===== src/rtl/adc_seq_pkg.sv =====
package adc_seq_pkg;

  localparam int CTL_W   = 16;
  localparam int DLY_W   = 32;
  localparam int PH_W    = 8;
  localparam int RATE_W  = 16;
  localparam int PSC_W   = 8;
  localparam int SEL_W   = 3;
  localparam int STAT_W  = 2;

  localparam int CB_MODE  = 0;
  localparam int CB_GO    = 1;
  localparam int CB_STOP  = 2;
  localparam int CB_ABS   = 3;
  localparam int CB_SCALE = 4;
  localparam int CB_CH    = 8;
  localparam int CB_REF   = 12;

  typedef enum logic [2:0] {
    ST_IDLE = 3'd0,
    ST_WARM = 3'd1,
    ST_SAMP = 3'd2,
    ST_CONV = 3'd3,
    ST_GAP  = 3'd4
  } seq_state_e;

  typedef struct packed {
    logic [SEL_W-1:0] ref_sel;
    logic [SEL_W-1:0] ch_sel;
    logic [SEL_W-1:0] scale;
    logic             meas_abs;
    logic             cont;
  } ctl_cfg_t;

  typedef struct packed {
    logic [RATE_W-1:0] rate;
    logic [PH_W-1:0]   warm;
    logic [PH_W-1:0]   samp;
  } dly_cfg_t;

endpackage


===== src/rtl/adc_seq_regs.sv =====
module adc_seq_regs
  import adc_seq_pkg::*;
(
  input  logic               clk,
  input  logic               rst_n,
  input  logic               ctl_we,
  input  logic [CTL_W-1:0]   ctl_wdata,
  input  logic               dly_we,
  input  logic [DLY_W-1:0]   dly_wdata,
  input  logic               psc_we,
  input  logic [PSC_W:0]     psc_wdata,
  output ctl_cfg_t           cfg,
  output dly_cfg_t           dly,
  output logic [PSC_W-1:0]   psc_val,
  output logic               psc_en,
  output logic               go,
  output logic               stop,
  output logic [CTL_W-1:0]   ctl_rdata,
  output logic [DLY_W-1:0]   dly_rdata,
  output logic [PSC_W:0]     psc_rdata
);

  ctl_cfg_t         cfg_q;
  dly_cfg_t         dly_q;
  logic [PSC_W-1:0] pval_q;
  logic             pen_q;

  always_ff @(posedge clk or negedge rst_n) begin
    if (!rst_n) begin
      cfg_q  <= '0;
      dly_q  <= '0;
      pval_q <= '0;
      pen_q  <= 1'b0;
    end else begin
      if (ctl_we) begin
        cfg_q.cont     <= ctl_wdata[CB_MODE];
        cfg_q.meas_abs <= ctl_wdata[CB_ABS];
        cfg_q.scale    <= ctl_wdata[CB_SCALE +: SEL_W];
        cfg_q.ch_sel   <= ctl_wdata[CB_CH +: SEL_W];
        cfg_q.ref_sel  <= ctl_wdata[CB_REF +: SEL_W];
      end
      if (dly_we) dly_q <= dly_cfg_t'(dly_wdata);
      if (psc_we) begin
        pval_q <= psc_wdata[PSC_W-1:0];
        pen_q  <= psc_wdata[PSC_W];
      end
    end
  end

  // Start and abort are strobes; abort is honoured only under the stored mode.
  assign go   = ctl_we && ctl_wdata[CB_GO];
  assign stop = ctl_we && ctl_wdata[CB_STOP] && cfg_q.cont;

  always_comb begin
    ctl_rdata                        = '0;
    ctl_rdata[CB_MODE]               = cfg_q.cont;
    ctl_rdata[CB_ABS]                = cfg_q.meas_abs;
    ctl_rdata[CB_SCALE +: SEL_W]     = cfg_q.scale;
    ctl_rdata[CB_CH +: SEL_W]        = cfg_q.ch_sel;
    ctl_rdata[CB_REF +: SEL_W]       = cfg_q.ref_sel;
  end

  assign dly_rdata = DLY_W'(dly_q);
  assign psc_rdata = {pen_q, pval_q};
  assign cfg       = cfg_q;
  assign dly       = dly_q;
  assign psc_val   = pval_q;
  assign psc_en    = pen_q;

endmodule


===== src/rtl/adc_seq_tick.sv =====
module adc_seq_tick #(
  parameter int PSC_W = 8
) (
  input  logic             clk,
  input  logic             rst_n,
  input  logic             run,
  input  logic             psc_en,
  input  logic [PSC_W-1:0] psc_val,
  output logic             tick
);

  logic [PSC_W-1:0] cnt_q;
  logic             wrap;

  assign wrap = (cnt_q >= psc_val);
  assign tick = run && (!psc_en || wrap);

  always_ff @(posedge clk or negedge rst_n) begin
    if (!rst_n)             cnt_q <= '0;
    else if (!run || !psc_en || wrap) cnt_q <= '0;
    else                    cnt_q <= cnt_q + 1'b1;
  end

endmodule


===== src/rtl/adc_seq_fsm.sv =====
module adc_seq_fsm
  import adc_seq_pkg::*;
#(
  parameter int PW    = 8,
  parameter int RW    = 16,
  parameter int RES_W = 12
) (
  input  logic             clk,
  input  logic             rst_n,
  input  logic             go,
  input  logic             stop,
  input  logic             cont,
  input  logic             tick,
  input  logic [PW-1:0]    warm_ticks,
  input  logic [PW-1:0]    samp_ticks,
  input  logic [RW-1:0]    rate_ticks,
  input  logic             res_valid,
  input  logic [RES_W-1:0] res_data,
  input  logic             clr_done,
  output logic             warm_en,
  output logic             sample_en,
  output logic             conv_valid,
  output logic             busy,
  output logic [RES_W-1:0] data_q,
  output logic             done_q
);

  seq_state_e      st_q, st_d;
  logic [PW-1:0]   ph_q, ph_d;
  logic [RW-1:0]   per_q, per_d;
  logic            warm_last, samp_last, per_last, capture;

  // A phase ends on the tick that brings its count to the limit (min one tick).
  assign warm_last = ({1'b0, ph_q} + (PW+1)'(1)) >= {1'b0, warm_ticks};
  assign samp_last = ({1'b0, ph_q} + (PW+1)'(1)) >= {1'b0, samp_ticks};
  assign per_last  = ({1'b0, per_q} + (RW+1)'(1)) >= {1'b0, rate_ticks};
  assign capture   = (st_q == ST_CONV) && res_valid && !stop;

  always_comb begin
    st_d  = st_q;
    ph_d  = ph_q;
    per_d = per_q;
    if (tick && (st_q != ST_IDLE) && (per_q != '1)) per_d = per_q + 1'b1;
    if (stop) begin
      st_d = ST_IDLE;
    end else begin
      unique case (st_q)
        ST_IDLE: if (go) begin
          st_d  = ST_WARM;
          ph_d  = '0;
          per_d = '0;
        end
        ST_WARM: if (tick) begin
          if (warm_last) begin
            st_d = ST_SAMP;
            ph_d = '0;
          end else ph_d = ph_q + 1'b1;
        end
        ST_SAMP: if (tick) begin
          if (samp_last) begin
            st_d = ST_CONV;
            ph_d = '0;
          end else ph_d = ph_q + 1'b1;
        end
        ST_CONV: if (res_valid) st_d = cont ? ST_GAP : ST_IDLE;
        ST_GAP: begin
          if (!cont) st_d = ST_IDLE;
          else if (tick && per_last) begin
            st_d  = ST_WARM;
            ph_d  = '0;
            per_d = '0;
          end
        end
        default: st_d = ST_IDLE;
      endcase
    end
  end

  always_ff @(posedge clk or negedge rst_n) begin
    if (!rst_n) begin
      st_q   <= ST_IDLE;
      ph_q   <= '0;
      per_q  <= '0;
      data_q <= '0;
      done_q <= 1'b0;
    end else begin
      st_q  <= st_d;
      ph_q  <= ph_d;
      per_q <= per_d;
      if (capture) data_q <= res_data;
      if (capture)       done_q <= 1'b1;
      else if (clr_done) done_q <= 1'b0;
    end
  end

  assign warm_en    = (st_q == ST_WARM);
  assign sample_en  = (st_q == ST_SAMP);
  assign conv_valid = (st_q == ST_CONV);
  assign busy       = (st_q != ST_IDLE);

endmodule


===== src/rtl/adc_seq_top.sv =====
module adc_seq_top
  import adc_seq_pkg::*;
#(
  parameter int RES_W = 12
) (
  input  logic               clk,
  input  logic               rst_n,
  input  logic               ctl_we,
  input  logic [CTL_W-1:0]   ctl_wdata,
  output logic [CTL_W-1:0]   ctl_rdata,
  input  logic               dly_we,
  input  logic [DLY_W-1:0]   dly_wdata,
  output logic [DLY_W-1:0]   dly_rdata,
  input  logic               psc_we,
  input  logic [PSC_W:0]     psc_wdata,
  output logic [PSC_W:0]     psc_rdata,
  input  logic               stat_we,
  input  logic [STAT_W-1:0]  stat_wdata,
  output logic [STAT_W-1:0]  stat_rdata,
  output logic [RES_W-1:0]   data_out,
  output logic               irq,
  output logic               busy,
  output logic [SEL_W-1:0]   ch_sel,
  output logic [SEL_W-1:0]   ref_sel,
  output logic [SEL_W-1:0]   scale_code,
  output logic               meas_abs,
  output logic               warm_en,
  output logic               sample_en,
  output logic               conv_valid,
  output logic               res_ready,
  input  logic               res_valid,
  input  logic [RES_W-1:0]   res_data
);

  ctl_cfg_t         cfg;
  dly_cfg_t         dly;
  logic [PSC_W-1:0] psc_val;
  logic             psc_en, go, stop, tick, done;

  adc_seq_regs regs_i (
    .clk(clk), .rst_n(rst_n),
    .ctl_we(ctl_we), .ctl_wdata(ctl_wdata),
    .dly_we(dly_we), .dly_wdata(dly_wdata),
    .psc_we(psc_we), .psc_wdata(psc_wdata),
    .cfg(cfg), .dly(dly), .psc_val(psc_val), .psc_en(psc_en),
    .go(go), .stop(stop),
    .ctl_rdata(ctl_rdata), .dly_rdata(dly_rdata), .psc_rdata(psc_rdata)
  );

  adc_seq_tick #(.PSC_W(PSC_W)) tick_i (
    .clk(clk), .rst_n(rst_n), .run(busy),
    .psc_en(psc_en), .psc_val(psc_val), .tick(tick)
  );

  adc_seq_fsm #(.PW(PH_W), .RW(RATE_W), .RES_W(RES_W)) fsm_i (
    .clk(clk), .rst_n(rst_n), .go(go), .stop(stop), .cont(cfg.cont),
    .tick(tick), .warm_ticks(dly.warm), .samp_ticks(dly.samp),
    .rate_ticks(dly.rate), .res_valid(res_valid), .res_data(res_data),
    .clr_done(stat_we && stat_wdata[0]),
    .warm_en(warm_en), .sample_en(sample_en), .conv_valid(conv_valid),
    .busy(busy), .data_q(data_out), .done_q(done)
  );

  assign res_ready  = conv_valid;
  assign irq        = done;
  assign stat_rdata = {busy, done};
  assign ch_sel     = cfg.ch_sel;
  assign ref_sel    = cfg.ref_sel;
  assign scale_code = cfg.scale;
  assign meas_abs   = cfg.meas_abs;

endmodule


===== config.mk =====
export PLATFORM = sky130hd
export DESIGN_NAME = adc_seq_top
export DESIGN_NICKNAME = d
export VERILOG_FILES = /design/src/rtl/adc_seq_pkg.sv /design/src/rtl/adc_seq_regs.sv /design/src/rtl/adc_seq_tick.sv /design/src/rtl/adc_seq_fsm.sv /design/src/rtl/adc_seq_top.sv
export SDC_FILE = /design/constraint.sdc
export NUM_CORES = 1
export LEC_CHECK = 0
export ABC_AREA = 1
export BUFFER_PORTS_ARGS = -buffer_cell sky130_fd_sc_hd__buf_2
export CORE_UTILIZATION = 53
export CTS_CLUSTER_SIZE = 28
export DETAILED_ROUTE_END_ITERATION = 8
export PLACE_DENSITY_LB_ADDON = 0.12
export SYNTH_ARGS = -nofsm -noshare
export SYNTH_HDL_FRONTEND = slang
export SYNTH_SLANG_ARGS = --single-unit

===== constraint.sdc =====
create_clock -name clk -period 3.11 [get_ports clk]
set_input_delay 0.622 -clock clk [delete_from_list [all_inputs] [get_ports clk]]
set_output_delay 0.622 -clock clk [all_outputs]
set_load 0.02 [all_outputs]

==> run summary, run 1 <==
Run status: completed
Max-Cap Viols: 0
Drt pass-1 iters: 4
Fin crit share: 95.81%
Port bufs: 155
Initial drt markers: 242
YS warnings: 0
First-pass GRT wire length: 21.76 mm
Finished layout cell area: 0.006943 mm^2
Setup violations, final: 0
CTS root buf: clkbuf_8
Core area: 0.01046 mm^2
Synth Cell Area: 0.005792 mm^2
Die area: 0.01135 mm^2
Vias: 4987
CTS Hold Buffers Added: 0
Initial core utilization: 55.36%
Critical Setup Path Class: flip-flop to flip-flop
Fin worst setup slack: 130.4 ps
Distinct cells, synth: 36
Relative slew margins: 49.87%
DP Area: 0.006584 mm^2
Num ports: 165
Clk_lat worst skew: 380 ps
Critical-path maximum fanout: 8
CTS tree: done
WL/cell: 13.33 um
Peak supply drop: 0.5980 mV
Multi-input gate area: 0.002784 mm^2
CP Capture Type: flip-flop
Htree depth: 3
Max-slew violation count: 0
CTS clk-pin slew, worst paths: 100 ps
Final Critical Period: 2980 ps
Largest net degree at the start of global routing: 48
Setup Skew: 10.91 ps
Synth Instances: 701
Slew @ Worst Pin: 751.9 ps
Detail Placement HPWL: 9.782 mm
Seq/Total Area, Yosys: 43.21%
Fillers: 907
Layout Cells excl Fill: 990
F_max: 335.6 MHz
HP Class: primary input to async pin
Total GRT Usage: 24.37%
P&R area growth vs syn: 19.87%
P per Cell Area: 710.1 mW/mm^2
Total gr overflow: 0
Startpoint types: flip-flop
Initial antenna violation count: 0
Layout cells sized above 1: 29.27%
CP required: 3380 ps
GPL Wtd Cong: 0.8662
Post-DRT Antenna Nets: 0
DRC errors left: 0
Vias in the first global route: 4913
Crit path DAT: 3250 ps
RSZ-0062 raised after global routing: yes
Static Leak: 3.856 nW
Num CTS Buffers: 9
Worst slack, placed: 123.8 ps
Cells after DPL: 967
Antenna diodes: 0
Syn avg cell area: 8.262 um^2
Sink Count: 100
Via/cell ratio: 5.037
Final Hold Fails: 0
Routed WL: 13.19 mm
Die height: 106.5 um
Register area: 0.002504 mm^2
Die W: 106.5 um
Fin util: 66.36%
Post-synthesis sequential element count: 100
Post-layout net count: 970
Clk buf depth: 2
# rows: 37
==> per-stage QoR <==
stage / total power, mW / setup TNS, ps / hold slack (ps)
global route: 5.328 / -1066 / 265.6
global placement: 3.905 / 0 / 478.8
finish: 4.930 / 0 / 235.8
detailed placement: 3.980 / 0 / 480.7
CTS: 4.782 / 0 / 244.5
floorplan: 3.399 / 0 / 326.4
==> registers in the layout, indices dropped and copies added (netlist names), 3 cells and up <==
register and flops:
fsm_i.st_q 3, fsm_i.data_q 12, fsm_i.ph_q 8, regs_i.dly 32, regs_i.psc_val 8, regs_i.cfg 11, fsm_i.per_q 16, tick_i.cnt_q 8
==> layer usage <==
layer	track usage [%]	up-vias	wire length (um)
li1	-	2477	-
met1	28.19	2337	5453
met2	43.83	156	6658
met3	6.560	17	800
met4	7.339	0	280
met5	0	-	0
==> report_power, final <==
part	total [mW]	internal, mW	leakage, nW	switching (mW)
logic	2.35	0.878	2.52	1.47
clock network	0.782	0.316	0.0937	0.465
registers	1.80	1.58	1.25	0.222
==> path summary, 6_finish.rpt <==
path	startpoint	to	slack [ps]	cells after the start
setup / recovery	fsm_i.per_q[0]	fsm_i.per_q[13]	130	18
hold / removal	rst_n	regs_i.psc_val[7]	240	1
setup reg to reg	fsm_i.per_q[0]	fsm_i.per_q[13]	130	18
hold reg to reg	tick_i.cnt_q[0]	tick_i.cnt_q[0]	490	1
max in group asynchronous	rst_n	fsm_i.data_q[4]	2070	2
min in group clk	psc_wdata[6]	regs_i.psc_val[6]	440	3
==> worst max-delay path, cell delays in order (launching register included) <==
cell,delay [ps]
dfrtp_1,410
ha_2,220
nand2_2,70
nor2_4,170
nand4_4,120
nor3_4,180
xor2_1,110
ha_1,330
nand4_1,160
nor2_1,140
nand2_1,60
nand3_1,60
nor2_1,40
nand2_1,110
nand2_2,100
a21oi_4,170
and2_4,200
clkbuf_16,170
nor2_1,40
==> synthesized netlist by cell type <==
master,instances,area share (%)
xnor2_1,3,0.45
and3_1,1,0.11
buf_4,21,2.7
nor3_1,10,0.86
a21oi_4,1,0.28
nor4_1,1,0.11
mux2_2,27,5.2
a21oi_2,1,0.15
o31ai_1,1,0.13
buf_12,1,0.35
nand2_2,2,0.22
a211oi_1,1,0.13
nand3b_1,1,0.13
a21oi_1,12,1.0
nand4_1,5,0.54
o211ai_1,1,0.13
buf_6,1,0.19
nor2_1,59,3.8
inv_1,103,6.7
a21o_1,3,0.39
nand2_1,171,11
and2_1,1,0.11
dfrtp_1,100,43
clkbuf_1,12,0.78
conb_1,1,0.065
nor3_2,1,0.17
buf_2,2,0.17
ha_1,43,9.3
nor2_2,6,0.65
nor3b_1,2,0.26
xor2_1,15,2.3
nand3_1,27,2.3
o21ai_0,59,5.1
or2_2,4,0.43
nand4_2,1,0.22
nor2_4,1,0.19
==> cell type report <==
class	count	share of cell area, %
clock inverters	5	0.5226
multi-input cells	465	40.10
clock buffers	11	2.036
inverters	103	5.569
repair buffers	170	13.26
flip-flops and latches	100	36.06
well taps	136	2.451
==> placed cells by master, fill, tap and decap left out, drive strengths merged, types with 14 or more instances in the layout <==
master | synthesis | final
xor2 | 15 | 15
ha | 43 | 43
nand2 | 173 | 173
dfrtp | 100 | 100
o21ai | 59 | 59
inv | 103 | 104
nor2 | 66 | 66
a21oi | 14 | 14
mux2 | 27 | 27
buf | 25 | 169
nand3 | 27 | 27
==> timing repair <==
action	CTS	global route
resized for setup	0	25
hold endpoints to repair	0	0
setup endpoints to repair	0	26
setup buffers	0	6
==> cells by family (layout without fill, tap and decap cells) <==
kind of cell    after synthesis  after routing  synth area share [%]
buf+inv                     140            289                 10.89
compound gates               79             79                 7.345
fa+ha+maj                    43             43                 9.289
xor+xnor                     18             18                 2.722
flops                       100            100                 43.21
simple gates                293            293                 21.24
other cells                   1              5               0.06475
mux                          27             27                 5.249
Note: power is estimated with default switching activity, not from simulation.
==> run 2: changes to the inputs <==
--- a/config.mk
+++ b/config.mk
@@ -7,10 +7,11 @@
 export LEC_CHECK = 0
 export ABC_AREA = 1
 export BUFFER_PORTS_ARGS = -buffer_cell sky130_fd_sc_hd__buf_2
-export CORE_UTILIZATION = 53
+export CORE_UTILIZATION = 54
 export CTS_CLUSTER_SIZE = 28
 export DETAILED_ROUTE_END_ITERATION = 8
 export PLACE_DENSITY_LB_ADDON = 0.12
 export SYNTH_ARGS = -nofsm -noshare
 export SYNTH_HDL_FRONTEND = slang
+export SYNTH_HIERARCHICAL = 1
 export SYNTH_SLANG_ARGS = --single-unit
==> run summary, run 2 <==
YS warnings: 6 (was 0)
HP Class: primary input to async pin (unchanged)
CP Capture Type: flip-flop (unchanged)
P per Cell Area: 727.5 mW/mm^2 (was 710.1 mW/mm^2)
Critical-path maximum fanout: 16 (was 8)
Num ports: 165 (unchanged)
Synth Instances: 774 (was 701)
CTS root buf: clkbuf_16 (was clkbuf_8)
Fin crit share: 91.66% (was 95.81%)
CP required: 3360 ps (was 3380 ps)
Commonest cells after routing, fill and taps aside: 228 x nand2_1, 154 x buf_2, 106 x inv_1, 100 x dfrtp_1, 49 x nor2_1 (was 167 x nand2_1, 154 x buf_2, 102 x inv_1, 99 x dfrtp_1, 59 x o21ai_0)
R2r startpoint: fsm_i/per_q[0] (was fsm_i.per_q[0])
Routed WL: 13.02 mm (was 13.19 mm)
Antenna diodes: 0 (unchanged)
Post-synth EDFFs: 0 (unchanged)
Synth Cell Area: 0.006321 mm^2 (was 0.005792 mm^2)
Top cells by area, synth: dfrtp_1 40%, nand2_1 14%, ha_1 8.5% (was dfrtp_1 43%, nand2_1 11%, ha_1 9.3%)
First-pass GRT wire length: 21.15 mm (was 21.76 mm)
Relative slew margins: 56.63% (was 49.87%)
Slew @ Worst Pin: 650.5 ps (was 751.9 ps)
Distinct cells, synth: 41 (was 36)
Post-synthesis sequential element count: 100 (unchanged)
Critical path's slowest cell: dfrtp_1 (unchanged)
Max-Cap Viols: 0 (unchanged)
Crit path DAT: 3100 ps (was 3250 ps)
Initial core utilization: 55.36% (about the same)
Clk buf depth: 2 (unchanged)
FF-to-FF End: fsm_i/ph_q[1] (was fsm_i.per_q[13])
RSZ-0062 raised after global routing: yes (unchanged)
Setup violations, final: 0 (unchanged)
F_max: 350.8 MHz (was 335.6 MHz)
# rows: 39 (was 37)
DRC errors left: 0 (unchanged)
Register area: 0.002502 mm^2 (was 0.002504 mm^2)
Critical-path cell list: ha_1 > nand2_1 > nor2_4 > nand2_4 > nor2_4 > nand2_1 > xor2_2 > ha_1 > nand4_1 > nor2_1 > nand2_1 > nand3_1 > nor2_1 > nand2_1 > nand2_4 > a21oi_4 > buf_12 > nand3_1 > o21ai_0 (was ha_2 > nand2_2 > nor2_4 > nand4_4 > nor3_4 > xor2_1 > ha_1 > nand4_1 > nor2_1 > nand2_1 > nand3_1 > nor2_1 > nand2_1 > nand2_2 > a21oi_4 > and2_4 > clkbuf_16 > nor2_1)
Drt pass-1 iters: 4 (unchanged)
WL/cell: 12.71 um (was 13.33 um)
Die W: 110.2 um (was 106.5 um)
Initial antenna violation count: 0 (unchanged)
Crit-path max cell delay: 400 ps (was 410 ps)
Syn avg cell area: 8.167 um^2 (was 8.262 um^2)
Top-area cell type share of the netlist area: 39.59% (was 43.21%)
Largest net degree at the start of global routing: 53 (was 48)
Cell depth of the worst flop-to-flop path: 19 (was 18)
Layout cells sized above 1: 27.70% (was 29.27%)
Cell with the most instances after synthesis: nand2_1 (unchanged)
Critical Setup Path Class: flip-flop to flip-flop (unchanged)
Num CTS Buffers: 9 (unchanged)
Total gr overflow: 0 (unchanged)
Sink Count: 100 (unchanged)
Htree depth: 3 (unchanged)
Static Leak: 4.082 nW (was 3.856 nW)
Port bufs: 155 (unchanged)
Power, Total: 5.199 mW (was 4.930 mW)
Startpoint types: flip-flop (unchanged)
Initial drt markers: 214 (was 242)
Seq/Total Area, Yosys: 39.59% (was 43.21%)
Vias in the first global route: 4745 (was 4913)
Crit path top cell by count: nand2_1 (was nor2_1)
Detail Placement HPWL: 9.957 mm (was 9.782 mm)
Post-synth ARST share: 100.0% (unchanged)
Post-layout net count: 997 (was 970)
Setup Skew: 9.988 ps (was 10.91 ps)
Die area: 0.01214 mm^2 (was 0.01135 mm^2)
Via/cell ratio: 4.836 (was 5.037)
Total GRT Usage: 22.44% (was 24.37%)
Run status: completed (unchanged)
Ys flop type: dfrtp_1 (unchanged)
Clk_lat worst skew: 350 ps (was 380 ps)
Final Critical Period: 2851 ps (was 2980 ps)
P&R area growth vs syn: 13.04% (was 19.87%)
Vias: 4952 (was 4987)
Post-DRT Antenna Nets: 0 (unchanged)
Biggest area consumer among synthesized cells: dfrtp_1 (unchanged)
CTS clk-pin slew, worst paths: 70 ps (was 100 ps)
Max reg flops: 32 (unchanged)
Fillers: 1026 (was 907)
Die height: 110.2 um (was 106.5 um)
Final Hold Fails: 0 (unchanged)
Most common library cells after synthesis: 230 x nand2_1, 106 x inv_1, 100 x dfrtp_1 (was 171 x nand2_1, 103 x inv_1, 100 x dfrtp_1)
CTS tree: done (unchanged)
CTS Hold Buffers Added: 0 (unchanged)
Multi-input gate area: 0.002878 mm^2 (was 0.002784 mm^2)
Commonest non-fill, non-tap cell in the layout: nand2_1 (unchanged)
Peak supply drop: 0.4807 mV (was 0.5980 mV)
Setup TNS: 0 ps (unchanged)
GPL Wtd Cong: 0.8423 (was 0.8662)
Internal reg-to-reg setup slack: 260 ps (was 130 ps)
Core area: 0.01142 mm^2 (was 0.01046 mm^2)
Max-slew violation count: 0 (unchanged)
-- run 2: per-stage QoR --
| stage | cells | setup WS [ps] | instance area [um^2] | hold slack (ps) | util (%) |
|---|---|---|---|---|---|
| 2_1_floorplan | 778 | 470.3 | 6336 | 326.4 | - |
| 3_3_place_gp | 1004 | 125.8 | 6730 | 468.7 | 58.94 |
| 3_5_place_dp | 1004 | 3.044 | 6730 | 477.8 | 58.94 |
| 4_1_cts | 1021 | 26.15 | 7029 | 305.7 | 61.56 |
| 5_1_grt | 1024 | 3.093 | 7146 | 341.6 | 62.58 |
| 6_report | 1024 | 259.3 | 7146 | 284.5 | 62.58 |
-- run 2: what timing repair did --
item / in CTS / in global routing
cloned: 0 / 0
pin swaps: 1 / 3
endpoints found under the setup margin: 3 / 27
gates resized for setup: 0 / 18
buffers inserted: 1 / 3
-- run 2: routing by layer --
| layer | vias up | GRT usage [%] | routed length [um] |
|---|---|---|---|
| met2 | 94 | 40.27 | 6831 |
| met3 | 15 | 4.527 | 462 |
| li1 | 2534 | - | - |
| met1 | 2309 | 26.76 | 5552 |
| met5 | - | 0 | 0 |
| met4 | 0 | 7.519 | 174 |
-- run 2: worst max path at each step --
| stage | endpoint | cells past startpoint | from |
|---|---|---|---|
| 6_report | fsm_i/ph_q[1] | 19 | fsm_i/per_q[0] |
| 3_3_place_gp | fsm_i/st_q[0] | 20 | fsm_i/per_q[0] |
| 4_1_cts | fsm_i/st_q[0] | 20 | fsm_i/per_q[0] |
| 2_1_floorplan | fsm_i/st_q[0] | 20 | fsm_i/per_q[0] |
| 3_5_place_dp | fsm_i/ph_q[7] | 19 | fsm_i/per_q[0] |
| 5_1_grt | fsm_i/st_q[0] | 20 | fsm_i/per_q[0] |
-- run 2: power breakdown --
part	switching, mW	total [mW]	internal, mW
clock	0.495	1.07	0.571
sequential	0.213	1.79	1.57
combinational	1.44	2.35	0.907
-- run 2: final cells by class --
class,count,share of cell area (%)
Multi-Input combinational cell,488,40.27
Sequential cell,100,35.02
Timing Repair Buffer,162,12.15
Inverter,115,6.146
Clock buffer,12,3.449
Tap cell,143,2.504
Clock inverter,4,0.4553
-- run 2: critical path, delay by kind of cell (launching register included) --
family	cells	cell delay [ps]
AND/OR/NAND/NOR	13	1220
adder cells (fa/ha/maj)	2	530
flip-flops	1	400
AO/OA/AOI/OAI	2	270
XOR/XNOR	1	160
buffers and inverters	1	150
-- run 2: cell families after synthesis --
kind of cell	count (synthesis)	share of synthesized area, %
AND/OR/NAND/NOR	356	24.47
buffers and inverters	190	16.61
flip-flops	100	39.59
AO/OA/AOI/OAI	47	5.166
adder cells (fa/ha/maj)	43	8.512
XOR/XNOR	25	3.464
multiplexers	12	2.138
other	1	0.05933
==> run 3: changes to the inputs <==
--- a/config.mk
+++ b/config.mk
@@ -7,10 +7,13 @@
 export LEC_CHECK = 0
 export ABC_AREA = 1
 export BUFFER_PORTS_ARGS = -buffer_cell sky130_fd_sc_hd__buf_2
-export CORE_UTILIZATION = 54
+export CORE_ASPECT_RATIO = 0.6
+export CORE_UTILIZATION = 55
+export CTS_BUF_LIST = sky130_fd_sc_hd__clkbuf_4 sky130_fd_sc_hd__clkbuf_8
 export CTS_CLUSTER_SIZE = 28
 export DETAILED_ROUTE_END_ITERATION = 8
 export PLACE_DENSITY_LB_ADDON = 0.12
+export SLEW_MARGIN = 10
 export SYNTH_ARGS = -nofsm -noshare
 export SYNTH_HDL_FRONTEND = slang
 export SYNTH_HIERARCHICAL = 1
==> run summary, run 3 (synthesis results as in run 2) <==
Run status: completed (unchanged)
Logic pwr share: 48.1% (was 45.1%)
CTS clk-pin slew, worst paths: 100 ps (was 70 ps)
Via/cell ratio: 4.955 (was 4.836)
CTS Hold Buffers Added: 0 (unchanged)
Cell depth of the worst flop-to-flop path: 21 (was 19)
Num ports: 165 (unchanged)
First-pass GRT wire length: 23.35 mm (was 21.15 mm)
Worst setup startpoint: fsm_i/per_q[7] (was fsm_i/per_q[0])
Detail Placement HPWL: 10.53 mm (was 9.957 mm)
Max-Cap Viols: 0 (unchanged)
Layout cells sized above 1: 28.52% (was 27.70%)
DP Area: 0.006740 mm^2 (was 0.006730 mm^2)
Num CTS Buffers: 9 (unchanged)
Multi-input gate area: 0.002863 mm^2 (was 0.002878 mm^2)
Fillers: 942 (was 1026)
Crit path DAT: 3220 ps (was 3100 ps)
M1 GR Usage: 35.07% (was 26.76%)
P&R area growth vs syn: 11.94% (was 13.04%)
GR Layer Usage met3: 6.321% (was 4.527%)
Peak supply drop: 0.5266 mV (was 0.4807 mV)
Startpoint types: flip-flop (unchanged)
CTS tree: done (unchanged)
CP Capture Type: flip-flop (unchanged)
Setup Skew: 5.050 ps (was 9.988 ps)
Die height: 85.04 um (was 110.2 um)
Vias: 5084 (was 4952)
Worst slack, placed: 54.39 ps (was 3.044 ps)
Critical path depth: 21 (was 19)
Htree depth: 3 (unchanged)
End of the critical path: fsm_i/ph_q[2] (was fsm_i/ph_q[1])
Commonest non-fill, non-tap cell in the layout: nand2_1 (unchanged)
WL/cell: 13.46 um (was 12.71 um)
Core area: 0.01089 mm^2 (was 0.01142 mm^2)
R2r startpoint: fsm_i/per_q[7] (was fsm_i/per_q[0])
Drt pass-1 iters: 5 (was 4)
Post-DRT Antenna Nets: 0 (unchanged)
CTS root buf: clkbuf_8 (was clkbuf_16)
Max-slew violation count: 0 (unchanged)
HP Class: primary input to async pin (unchanged)
Clk buf depth: 2 (unchanged)
Initial antenna violation count: 0 (unchanged)
Die area: 0.01194 mm^2 (was 0.01214 mm^2)
Critical Setup Path Class: flip-flop to flip-flop (unchanged)
Clock power frac: 15.9% (was 20.5%)
Fin worst setup slack: 189.0 ps (was 259.3 ps)
Reg power frac: 36.0% (was 34.4%)
Fin crit share: 93.92% (was 91.66%)
Internal reg-to-reg setup slack: 190 ps (was 260 ps)
Final Hold Fails: 0 (unchanged)
Critical path's slowest cell: dfrtp_1 (unchanged)
Switching share of power: 43.72% (was 41.28%)
DRC errors left: 0 (unchanged)
Pint: 2.812 mW (was 3.053 mW)
Crit-path max cell delay: 390 ps (was 400 ps)
Initial core utilization: 58.07% (was 55.36%)
Met2 usage: 38.00% (was 40.27%)
Total gr overflow: 0 (unchanged)
P per Cell Area: 706.2 mW/mm^2 (was 727.5 mW/mm^2)
Max reg flops: 32 (unchanged)
GPL Wtd Cong: 0.8747 (was 0.8423)
Post-layout net count: 1003 (was 997)
FF-to-FF End: fsm_i/ph_q[2] (was fsm_i/ph_q[1])
F_max: 342.3 MHz (was 350.8 MHz)
Crit path top cell by count: nand2_1 (unchanged)
Psw: 2.184 mW (was 2.146 mW)
Register area: 0.002504 mm^2 (was 0.002502 mm^2)
Vias in the first global route: 4915 (was 4745)
Slew @ Worst Pin: 729.5 ps (was 650.5 ps)
Initial drt markers: 268 (was 214)
Critical-path maximum fanout: 16 (unchanged)
Final Critical Period: 2921 ps (was 2851 ps)
Setup violations, final: 0 (unchanged)
Die W: 140.4 um (was 110.2 um)
Finished layout cell area: 0.007076 mm^2 (was 0.007146 mm^2)
CP top delay family: simple AND/OR/NAND/NOR gates (unchanged)
Antenna diodes: 0 (unchanged)
Port bufs: 155 (unchanged)
Buf+Inv Stages, Crit Path: 4 (was 1)
# rows: 29 (was 39)
Critical-path cell list: nand2_1 > nor3_4 > buf_4 > nand2_4 > nor3_2 > xor2_1 > buf_4 > ha_1 > nand2_1 > inv_1 > nand2_1 > nor2_1 > nand2_1 > nand3_1 > nor2_1 > nand2_1 > nand2_2 > a21oi_4 > buf_12 > nand3_1 > o21ai_0 (was ha_1 > nand2_1 > nor2_4 > nand2_4 > nor2_4 > nand2_1 > xor2_2 > ha_1 > nand4_1 > nor2_1 > nand2_1 > nand3_1 > nor2_1 > nand2_1 > nand2_4 > a21oi_4 > buf_12 > nand3_1 > o21ai_0)
Relative slew margins: 51.37% (was 56.63%)
Clk_lat worst skew: 370 ps (was 350 ps)
Routed WL: 13.81 mm (was 13.02 mm)
Sink Count: 100 (unchanged)
Total GRT Usage: 24.76% (was 22.44%)
Commonest cells after routing, fill and taps aside: 228 x nand2_1, 154 x buf_2, 106 x inv_1, 99 x dfrtp_1, 50 x nor2_1 (was 228 x nand2_1, 154 x buf_2, 106 x inv_1, 100 x dfrtp_1, 49 x nor2_1)
Top Usage Layer GRT: met2 (unchanged)
CP required: 3410 ps (was 3360 ps)
Largest net degree at the start of global routing: 53 (unchanged)
Static Leak: 4.055 nW (was 4.082 nW)
==> run 3: final cells by class <==
class                   count  area share (%)
repair buffers            168           12.91
flip-flops and latches    100           35.38
clock inverters             7          0.8311
well taps                 139           2.458
multi-input cells         488           40.46
inverters                 115           6.207
clock buffers               9           1.751
==> run 3: per-stage QoR <==
step | power (mW) | utilization (%) | TNS (ps) | instances | hold slack (ps)
floorplan | 3.531 | - | 0 | 778 | 326.4
global placement | 3.995 | 61.92 | 0 | 1002 | 472.3
detailed placement | 4.067 | 61.92 | 0 | 1002 | 481.6
CTS | 4.884 | 63.60 | 0 | 1018 | 298.9
global route | 5.383 | 65.00 | -249.9 | 1026 | 319.3
finish | 4.997 | 65.00 | 0 | 1026 | 286.4
==> run 3: timing repair <==
action | in CTS | in global routing
resized for setup | 0 | 17
setup endpoints to repair | 0 | 27
buffers inserted | 0 | 8
==> run 3: worst min-delay path by stage <==
stage | to | cells past startpoint | slack [ps] | startpoint
after floorplan | fsm_i/data_q[0] | 0 | 330 | rst_n
after global placement | regs_i/cfg[8] | 2 | 470 | regs_i/cfg[8]
after detailed placement | fsm_i/data_q[10] | 1 | 480 | fsm_i/data_q[10]
after CTS | regs_i/dly[27] | 1 | 300 | rst_n
after global routing | regs_i/dly[23] | 1 | 320 | rst_n
final | regs_i/dly[27] | 1 | 290 | rst_n
==> run 3: worst register-to-register path: cells and delay by family, from the launching register on <==
kind / cells / cell delay [ps]
AND/OR/NAND/NOR: 13 / 1270
buffers and inverters: 4 / 550
flip-flops: 1 / 390
adder cells (fa/ha/maj): 1 / 290
AO/OA/AOI/OAI: 2 / 280
XOR/XNOR: 1 / 90
==> run 3: metal layers <==
metal	wire length, um	up-vias
li1	-	2548
met1	6901	2340
met2	5763	180
met3	983	16
met4	157	0
met5	0	-
==> run 3: power by group through the flow <==
| stage | clock network, mW | registers, mW | logic (mW) |
|---|---|---|---|
| after floorplan | 0 | 1.90 | 1.63 |
| after global placement | 0 | 1.80 | 2.20 |
| after detailed placement | 0 | 1.81 | 2.25 |
| after CTS | 0.823 | 1.80 | 2.27 |
| after global routing | 0.865 | 1.84 | 2.68 |
| final | 0.794 | 1.80 | 2.40 |
